==> src/rtl/data_space_router.sv <==
module data_space_router #(
  parameter int ADDR_W    = 16,
  parameter int DATA_W    = 8,
  parameter int REG_COUNT = 32,
  parameter int IO_COUNT  = 64
) (
  input  logic              clk,
  input  logic              rst_n,
  input  logic              req_valid,
  input  logic              req_we,
  input  logic [ADDR_W-1:0] req_addr,
  input  logic [DATA_W-1:0] req_wdata,
  output logic              rsp_valid,
  output logic [DATA_W-1:0] rsp_rdata,
  output logic [DATA_W-1:0] tgt_wdata,
  output logic              rf_sel,
  output logic              rf_we,
  output logic [$clog2(REG_COUNT)-1:0] rf_idx,
  input  logic [DATA_W-1:0] rf_rdata,
  output logic              io_sel,
  output logic              io_we,
  output logic [$clog2(IO_COUNT)-1:0] io_port,
  input  logic [DATA_W-1:0] io_rdata,
  output logic              mem_sel,
  output logic              mem_we,
  output logic [ADDR_W-1:0] mem_addr,
  input  logic [DATA_W-1:0] mem_rdata
);
  localparam int IDX_W  = $clog2(REG_COUNT);
  localparam int PORT_W = $clog2(IO_COUNT);
  localparam logic [ADDR_W-1:0] IO_BASE  = ADDR_W'(REG_COUNT);
  localparam logic [ADDR_W-1:0] MEM_BASE = ADDR_W'(REG_COUNT + IO_COUNT);

  logic in_rf, in_io;
  logic [ADDR_W-1:0] io_off;
  logic [2:0] hit_q;
  logic       rd_q;

  assign in_rf  = req_addr < IO_BASE;
  assign in_io  = !in_rf && (req_addr < MEM_BASE);
  assign io_off = req_addr - IO_BASE;

  assign rf_sel  = req_valid && in_rf;
  assign io_sel  = req_valid && in_io;
  assign mem_sel = req_valid && !in_rf && !in_io;

  assign rf_we  = rf_sel  && req_we;
  assign io_we  = io_sel  && req_we;
  assign mem_we = mem_sel && req_we;

  assign rf_idx    = req_addr[IDX_W-1:0];
  assign io_port   = io_off[PORT_W-1:0];
  assign mem_addr  = req_addr;
  assign tgt_wdata = req_wdata;

  always_ff @(posedge clk or negedge rst_n) begin
    if (!rst_n) begin
      rd_q  <= 1'b0;
      hit_q <= '0;
    end else begin
      rd_q  <= req_valid && !req_we;
      hit_q <= {mem_sel, io_sel, rf_sel};
    end
  end

  assign rsp_valid = rd_q;

  always_comb begin
    rsp_rdata = '0;
    if (rd_q) begin
      unique case (1'b1)
        hit_q[0]: rsp_rdata = rf_rdata;
        hit_q[1]: rsp_rdata = io_rdata;
        hit_q[2]: rsp_rdata = mem_rdata;
        default:  rsp_rdata = '0;
      endcase
    end
  end
endmodule

==> config.mk <==
export PLATFORM = sky130hd
export DESIGN_NAME = data_space_router
export DESIGN_NICKNAME = d
export VERILOG_FILES = /design/src/rtl/data_space_router.sv
export SDC_FILE = /design/constraint.sdc
export NUM_CORES = 1
export LEC_CHECK = 0
export ABC_AREA = 1
export BUFFER_PORTS_ARGS = -buffer_cell sky130_fd_sc_hd__buf_2
export CAP_MARGIN = 30
export CORE_ASPECT_RATIO = 0.9
export CORE_MARGIN = 5
export CORE_UTILIZATION = 30
export CTS_BUF_LIST = sky130_fd_sc_hd__clkbuf_4 sky130_fd_sc_hd__clkbuf_8 sky130_fd_sc_hd__clkbuf_16
export CTS_CLUSTER_SIZE = 8
export DETAILED_ROUTE_END_ITERATION = 7
export PLACE_DENSITY = 0.81
export SLEW_MARGIN = 20
export SYNTH_ARGS = -nofsm -noshare
export SYNTH_HDL_FRONTEND = slang
export SYNTH_SLANG_ARGS = --single-unit
==> constraint.sdc <==
create_clock -name clk -period 0.96 [get_ports clk]
set_input_delay 0.048 -clock clk [delete_from_list [all_inputs] [get_ports clk]]
set_output_delay 0.048 -clock clk [all_outputs]
set_load 0.01 [all_outputs]
==> results.yml, run 1 <==
outcome:
  outcome: "complete, but fails checks"
  failed_checks: "setup timing"
synthesis:
  syn_avg_cell_area_um2: 6.11
  yosys_warnings: 0
  synth-simple-area-share: 0.386
  synth_seq_cells: 4
  synth-adder-area-share: 0
  synth_nets: 166
  synthMuxAreaShare: 0
  synth_xor_area_frac: 0
  synth_top_family_by_area: "buffers and inverters"
  seq_area_frac_synth: 0.144
  synth.distinct_cells: 14
  synth_compound_area_frac: 0.00718
  netlist_area_um2: 697
  postSynthCellCount: 114
floorplan:
  core_area_um2: 2200
  start_util: 0.316
  die_w_um: 60.8
  io_pins: 102
  die_y_um: 55.7
  dieArea_um2: 3390
  row_count: 16
layout:
  layout_commonest_cell: "buf_2"
  final_cell_mix: "buf_2, nand2_1, inv_1, nand2_2, buf_6"
  seq_area_um2: 105
  multi_input_area_um2: 337
  layout-drive-gt1-share: 0.673
  fin_area_um2: 937
  syn2layout_area_growth_pct: 34.5
  num_antenna_cells: 0
  nNetsFinal: 201
  n_fill_cell: 246
route:
  wl_met1_um: 650
  drc: 0
  top_layer: "met3"
  drt_iter0_drc: 24
  vias_per_cell: 4.34
  vias: 755
  drt_first_pass_iters: 4
  postRouteAntennaNets: 0
  wl_met3_um: 301
  dr_wl_met2_um: 1020
  wl_per_cell_um: 11.3
  wirelength_um: 1970
power:
  finalPower_mw: 0.625
  ir_drop_v: 0.000301
  p_leak_nw: 0.585
  power_density_nw_per_um2: 667
placed_design:
  place_area_um2: 782
  gp_congestion: 0.631
  io_buffers: 65
  dp_hpwl_um: 1570
sta:
  drv_slew: 0
  setup_tns_ns: -1.34
  worst_pin_slew_ns: 0.207
  rsz0062_at_grt: "true"
  fmax_ghz: 0.878
  relSlewSlack: 0.862
  timing.hold.ws_ns: 0.0891
  worst_slack_ns: -0.178
  final_period_minus_worst_setup_slack_ns: 1.14
  setup_viol: 8
  fin_crit_sh: 1.19
  hold_viol: 0
setup_path:
  cpPeakStageDelay_ns: 0.48
  cp_data_required_time_ns: 0.91
  crit_family: "flip-flops"
  cpMaxStageDelayCell: "dfrtp_2"
  worst-path-buf-inv: 2
  start_kind: "flop"
  arrival_ns: 1.09
  worst_setup_path_end_kind: "primary output"
  path_cells: "nand2_2 -> nand3_2 -> nand2_1 -> inv_1 -> buf_2"
  critPathKind: "flop to primary output"
  worstPathMaxFanout: 8
clock_tree:
  clk_pin_slew_ns: 0.04
  cts_made_buffers: 3
  htree_levels: 1
  clockBufferDepth: 2
  cts_tree: "yes"
  clkSinkCount: 4
  root_buffer: "clkbuf_4"
global_route:
  grt_overflow: 0
  antenna_found_initial: 0
  grt_pass1_wl_um: 2820
  grt_use_total: 0.106
  grt_max_degree: 10
  grt_pass1_vias: 739
hold_path:
  hold_class: "input pin to flop"
job:
  maxCapViolCount: 0
==> synthesized netlist by cell type <==
cell type  instances  share of area
buf_2              1         0.0072
nand2_2            1         0.0090
dfrtp_1            4           0.14
nor2_1             8          0.043
clkbuf_1           1         0.0054
nor3_2             3          0.043
clkbuf_2           2          0.014
inv_1             13          0.070
buf_4             34           0.37
a21oi_1            1         0.0072
nand3_2            2          0.029
nand2_1           35           0.19
nor2_4             1          0.016
nand3_1            8          0.057
==> logic make-up (layout without fill, tap and decap cells) <==
kind of cell | Yosys count | after routing
AO/OA/AOI/OAI | 1 | 1
buffers and inverters | 51 | 84
flip-flops | 4 | 4
AND/OR/NAND/NOR | 58 | 58
==> flip-flops by register name (all words and copies together), names as in the netlist <==
| name | count |
|---|---|
| rsp_valid | 1 |
| hit_q | 3 |
==> timing repair <==
action | CTS | global route
gates resized for setup | 4 | 27
pin swaps | 4 | 22
endpoints found under the hold margin | 5 | 0
setup buffers | 0 | 1
setup endpoints to repair | 9 | 13
hold buffers | 2 | 0
==> report_power, final <==
group / leakage, nW / internal, mW / switching (mW) / total (mW)
combinational: 0.524 / 0.126 / 0.112 / 0.238
sequential: 0.0468 / 0.175 / 0.0112 / 0.186
clock: 0.0138 / 0.139 / 0.0619 / 0.201
total: 0.585 / 0.440 / 0.185 / 0.625
==> stage by stage <==
| step | util | worst slack [ns] | std cells |
|---|---|---|---|
| global placement | 0.355 | 0.0256 | 168 |
| detailed placement | 0.355 | 0.0325 | 168 |
| CTS | 0.377 | -0.163 | 173 |
| finish | 0.426 | -0.178 | 174 |
| floorplan | - | 0.147 | 114 |
| global route | 0.426 | -0.246 | 174 |
==> layout make-up <==
class / count / share of cell area
timing repair buffer: 68 / 0.417
multi-input combinational: 59 / 0.359
sequential: 4 / 0.112
inverter: 13 / 0.0521
tap: 27 / 0.0360
clock buffer: 3 / 0.0240
==> worst paths after layout <==
check	from	slack, ns	cells past startpoint	to
worst max-delay path	hit_q[0]	-0.18	5	rsp_rdata[0]
max in group asynchronous	rst_n	0.68	2	rsp_valid
min in group asynchronous	rst_n	0.16	2	hit_q[1]
worst min-delay path	req_valid	0.09	3	hit_q[2]
==> metal layers <==
layer  up-vias  track usage
met2        55        0.174
met1       328        0.108
met4         0       0.0495
met5         -            0
li1        372            -
met3         0       0.0534
Power figures use the tool's default switching activity.
==> inputs of run 2 (changes only) <==
- clock period: 0.96 -> 1.15 ns (I/O delays scaled with it)
==> run 2 against run 1 <==
The run now ends clean. First-iteration DRC count increased by 13%. Cell count down 0.57%. Largest power group unchanged. Largest cell class unchanged. Sequential power shrank 16%. Clock-buffer cell count unchanged.
==> results.yml, run 2 (synthesis gave the netlist of run 1 again) <==
outcome:
  outcome: "completed"
global_route:
  grt_max_degree: 10
  grt_overflow: 0
  grt_pass1_wl_um: 2780
  grt_pass1_vias: 680
  grt_use_total: 0.106
  antenna_found_initial: 0
layout:
  layout_commonest_cell: "buf_2"
  n_fill_cell: 229
  fin_util: 0.408
  largest_register_ffs: 3
  syn2layout_area_growth_pct: 28.9
  nNetsFinal: 200
  final_cell_mix: "buf_2, nand2_1, nand2_2, inv_1, nor2_1"
  num_antenna_cells: 0
  layout-drive-gt1-share: 0.651
  top_register: "hit_q"
floorplan:
  core_area_um2: 2200
  start_util: 0.316
  row_count: 16
  die_y_um: 55.7
  io_pins: 102
  dieArea_um2: 3390
  die_w_um: 60.8
job:
  maxCapViolCount: 0
clock_tree:
  htree_levels: 1
  cts_setup_buffers: 0
  cts_tree: "yes"
  clockBufferDepth: 2
  clk_pin_slew_ns: 0.04
  root_buffer: "clkbuf_4"
  cts_made_buffers: 3
  clkSinkCount: 4
setup_path:
  cpMaxStageDelayCell: "dfrtp_2"
  start_kind: "flop"
  cpPeakStageDelay_ns: 0.47
  cp-endpoint: "rsp_rdata[7]"
  cp-startpoint: "hit_q[0]"
  cp_data_required_time_ns: 1.09
  arrival_ns: 1.08
  critPathKind: "flop to primary output"
  worst_setup_path_end_kind: "primary output"
  cpMostUsedCell: "nand2_1"
  worstPathMaxFanout: 8
  path_cells: "nand2_1 -> nand3_2 -> nand2_1 -> inv_1 -> buf_2"
sta:
  hold_viol: 0
  final_period_minus_worst_setup_slack_ns: 1.14
  relSlewSlack: 0.754
  fin_crit_sh: 0.991
  worst_pin_slew_ns: 0.369
  fmax_ghz: 0.877
  rsz0062_at_grt: "true"
  worst_slack_ns: 0.0103
  setup_viol: 0
  timing.hold.ws_ns: 0.102
  drv_slew: 0
route:
  vias: 733
  drt_iter0_drc: 27
  wirelength_um: 1810
  drt_first_pass_iters: 3
  postRouteAntennaNets: 0
  wl_per_cell_um: 10.5
  vias_per_cell: 4.24
  drc: 0
power:
  p_leak_nw: 0.574
  ir_drop_v: 0.000273
  power_density_nw_per_um2: 566
hold_path:
  hold_class: "input pin to flop"
placed_design:
  gp_congestion: 0.664
  pre_cts_ws_ns: 0.216
  io_buffers: 65
  dp_hpwl_um: 1490
## run 2: what timing repair did
| action | CTS | global route |
|---|---|---|
| hold endpoints to repair | 5 | 0 |
| gates cloned | 0 | 0 |
| pin swaps | 0 | 15 |
| hold buffers | 2 | 0 |
| setup endpoints to repair | 8 | 9 |
| resized for setup | 3 | 21 |
## run 2: how the worst min path moves through the flow
stage,startpoint,endpoint,slack (ns),cells after the start
after floorplan,rst_n,hit_q[0],-0.24,0
after global placement,rst_n,rsp_valid,-0.14,1
after detailed placement,rst_n,hit_q[0],-0.14,1
after CTS,req_valid,hit_q[2],0.09,3
after global routing,req_valid,hit_q[2],0.10,3
final,req_valid,hit_q[2],0.10,3
## run 2: metrics by stage
| stage | power (mW) | setup TNS (ns) | cells | area [um2] |
|---|---|---|---|---|
| 3_5_place_dp | 0.320 | 0 | 168 | 782 |
| 4_1_cts | 0.505 | 0 | 173 | 828 |
| 3_3_place_gp | 0.320 | 0 | 168 | 782 |
| 2_1_floorplan | 0.322 | 0 | 114 | 697 |
| 6_report | 0.508 | 0 | 173 | 898 |
| 5_1_grt | 0.550 | -0.401 | 173 | 898 |
## run 2: layout make-up
type	count	area, um2	share of cell area
clock buffers	3	22.5	0.0251
inverters	13	48.8	0.0543
multi-input cells	59	319	0.355
flip-flops and latches	4	104	0.116
well taps	27	33.8	0.0376
repair buffers	67	370	0.412
## run 2: report_power, final
| part | leakage [nW] | switching [mW] | internal (mW) | total (mW) |
|---|---|---|---|---|
| registers | 0.0482 | 0.0104 | 0.146 | 0.156 |
| clock network | 0.0138 | 0.0523 | 0.116 | 0.169 |
| logic | 0.512 | 0.0867 | 0.0968 | 0.183 |
| total | 0.574 | 0.149 | 0.359 | 0.508 |
## run 2: routing by layer
metal | GRT usage | routed length (um) | up-vias
met1 | 0.108 | 591 | 312
met3 | 0.0673 | 361 | 0
li1 | - | - | 370
met5 | 0 | 0 | -
met4 | 0.0402 | 0 | 0
met2 | 0.169 | 857 | 51
## run 2: worst max-delay path, delay by kind of cell, from the launching register on
kind	cells	cell delay, ns
and+or+nand+nor	3	0.23
DFF	1	0.47
buffers and inverters	2	0.17
==> inputs of run 3 (changes only) <==
- ABC_AREA: 1 -> not set
- CORE_UTILIZATION: 30 -> 27
- PLACE_DENSITY: 0.81 -> 0.79
==> run 3 against run 2 <==
The run now ends with setup timing left. Cell count is 18% lower. First-iteration DRC count is 140% higher. Global-route usage is 1.2 points higher. Sequential share of layout area is 1.2 points higher. Die area is 3.2% lower. Highest routed layer is now met4. Critical path depth is 1 lower. Clock-buffer cell count stayed put. Setup slack worse by 0.22 ns. Fmax is 16% lower. Via count is 6.3% lower.
==> results.yml, run 3 <==
layout:
  layout_commonest_cell: "buf_2"
  final_cell_mix: "buf_2, nor2_1, a222oi_1, buf_4, and4_1"
  num_antenna_cells: 0
  largest_register_ffs: 3
  nNetsFinal: 168
  n_fill_cell: 224
  syn2layout_area_growth_pct: 34.6
  top_register: "hit_q"
  stdcell_count: 141
  layout-drive-gt1-share: 0.702
route:
  postRouteAntennaNets: 0
  vias_per_cell: 4.87
  drt_iter0_drc: 66
  drt_first_pass_iters: 4
  wirelength_um: 1970
  drc: 0
  vias: 687
  wl_per_cell_um: 14.0
outcome:
  failed_checks: "setup timing"
  outcome: "complete, but fails checks"
global_route:
  grt_pass1_wl_um: 2880
  grt_max_degree: 10
  grt_overflow: 0
  grt_use_total: 0.117
  antenna_found_initial: 0
  grt_pass1_vias: 751
synthesis:
  synth_edf_count: 0
  synth_top_area_cell: "buf_4"
  synth.top_cell.area_share: 0.423
  synthTopCellsByCount: "buf_4, nor2_1, a222oi_1"
  postSynthCellCount: 75
  yosysMostFrequentCell: "buf_4"
  netlist_area_um2: 603
  yosys_warnings: 0
  synth_ff_type: "dfrtp_1"
  synth.distinct_cells: 15
  seq_area_frac_synth: 0.166
  ys_top_cells_by_area: "buf_4, dfrtp_1, a222oi_1"
  async_reset_ff_frac: 1.00
  syn_avg_cell_area_um2: 8.04
  synth_nets: 127
  synth_seq_cells: 4
sta:
  drv_slew: 0
  fin_crit_sh: 1.18
  setup_tns_ns: -1.91
  setup_viol: 13
  hold_viol: 0
  fmax_ghz: 0.738
  rsz0062_at_grt: "true"
  worst_slack_ns: -0.205
  final_period_minus_worst_setup_slack_ns: 1.36
  relSlewSlack: 0.797
  worst_pin_slew_ns: 0.305
setup_path:
  cp_data_required_time_ns: 1.09
  worst_setup_path_end_kind: "primary output"
  worst-path-buf-inv: 2
  start_kind: "flop"
  arrival_ns: 1.30
  path_cells: "o31ai_4 -> buf_4 -> nor2_1 -> buf_2"
  cpPeakStageDelay_ns: 0.47
  crit_family: "flip-flops"
  critPathKind: "flop to primary output"
  worstPathMaxFanout: 9
  cpMaxStageDelayCell: "dfrtp_2"
clock_tree:
  clk_pin_slew_ns: 0.04
  clockBufferDepth: 2
  cts_tree: "yes"
  root_buffer: "clkbuf_4"
  htree_levels: 1
  cts_made_buffers: 3
  clkSinkCount: 4
hold_path:
  hold_class: "input pin to primary output"
power:
  power_density_nw_per_um2: 621
  p_leak_nw: 0.454
  ir_drop_v: 0.000428
  finalPower_mw: 0.504
floorplan:
  die_w_um: 59.8
  start_util: 0.279
  die_y_um: 54.8
  dieArea_um2: 3280
  core_area_um2: 2160
  io_pins: 102
  row_count: 16
placed_design:
  io_buffers: 65
  gp_congestion: 0.697
  placed_cells: 134
  dp_hpwl_um: 1650
job:
  maxCapViolCount: 0
[run 3: metrics by stage]
stage	cell area (um2)	util	hold WS [ns]	setup slack, ns
CTS	808	0.374	0.115	-0.243
finish	812	0.376	0.115	-0.205
detailed placement	734	0.340	-0.132	-0.0984
floorplan	612	-	-0.238	0.0674
global route	812	0.376	0.115	-0.304
global placement	734	0.340	-0.138	-0.0618
[run 3: kinds of logic after synthesis]
family	share of synthesized area
compound gates	0.174
xor+xnor	0.0145
buf+inv	0.454
flops	0.166
simple gates	0.191
[run 3: path summary, 6_finish.rpt]
check,start,end,slack (ns),cells after the start
worst max-delay path,hit_q[1],rsp_rdata[0],-0.21,4
worst min-delay path,req_addr[2],rf_idx[2],0.12,0
max in group asynchronous,rst_n,hit_q[1],0.85,2
min in group asynchronous,rst_n,hit_q[2],0.17,2
[run 3: metal layers]
layer	vias up	global-route usage	share of wire
li1	319	-	-
met1	295	0.106	0.34
met2	65	0.232	0.48
met3	8	0.0330	0.16
met4	0	0.0701	0.015
met5	-	0	0
[run 3: where the power goes]
group	switching, mW	total [mW]	internal, mW	leakage [nW]
logic	0.0796	0.180	0.101	0.392
registers	0.00754	0.153	0.146	0.0482
clock network	0.0543	0.171	0.117	0.0138
[run 3: timing repair]
| item | in CTS | in global routing |
|---|---|---|
| hold buffers | 2 | 0 |
| pin swaps | 2 | 2 |
| resized for setup | 3 | 3 |
| setup buffers | 3 | 0 |
| setup endpoints to repair | 13 | 15 |
| hold endpoints to repair | 5 | 0 |
[run 3: area by class of cell]
| class | instances | area [um2] | share of cell area |
|---|---|---|---|
| tap | 27 | 33.8 | 0.0416 |
| sequential | 4 | 104 | 0.128 |
| multi-input combinational | 32 | 238 | 0.293 |
| inverter | 2 | 7.51 | 0.00924 |
| timing repair buffer | 73 | 407 | 0.501 |
| clock buffer | 3 | 22.5 | 0.0277 |
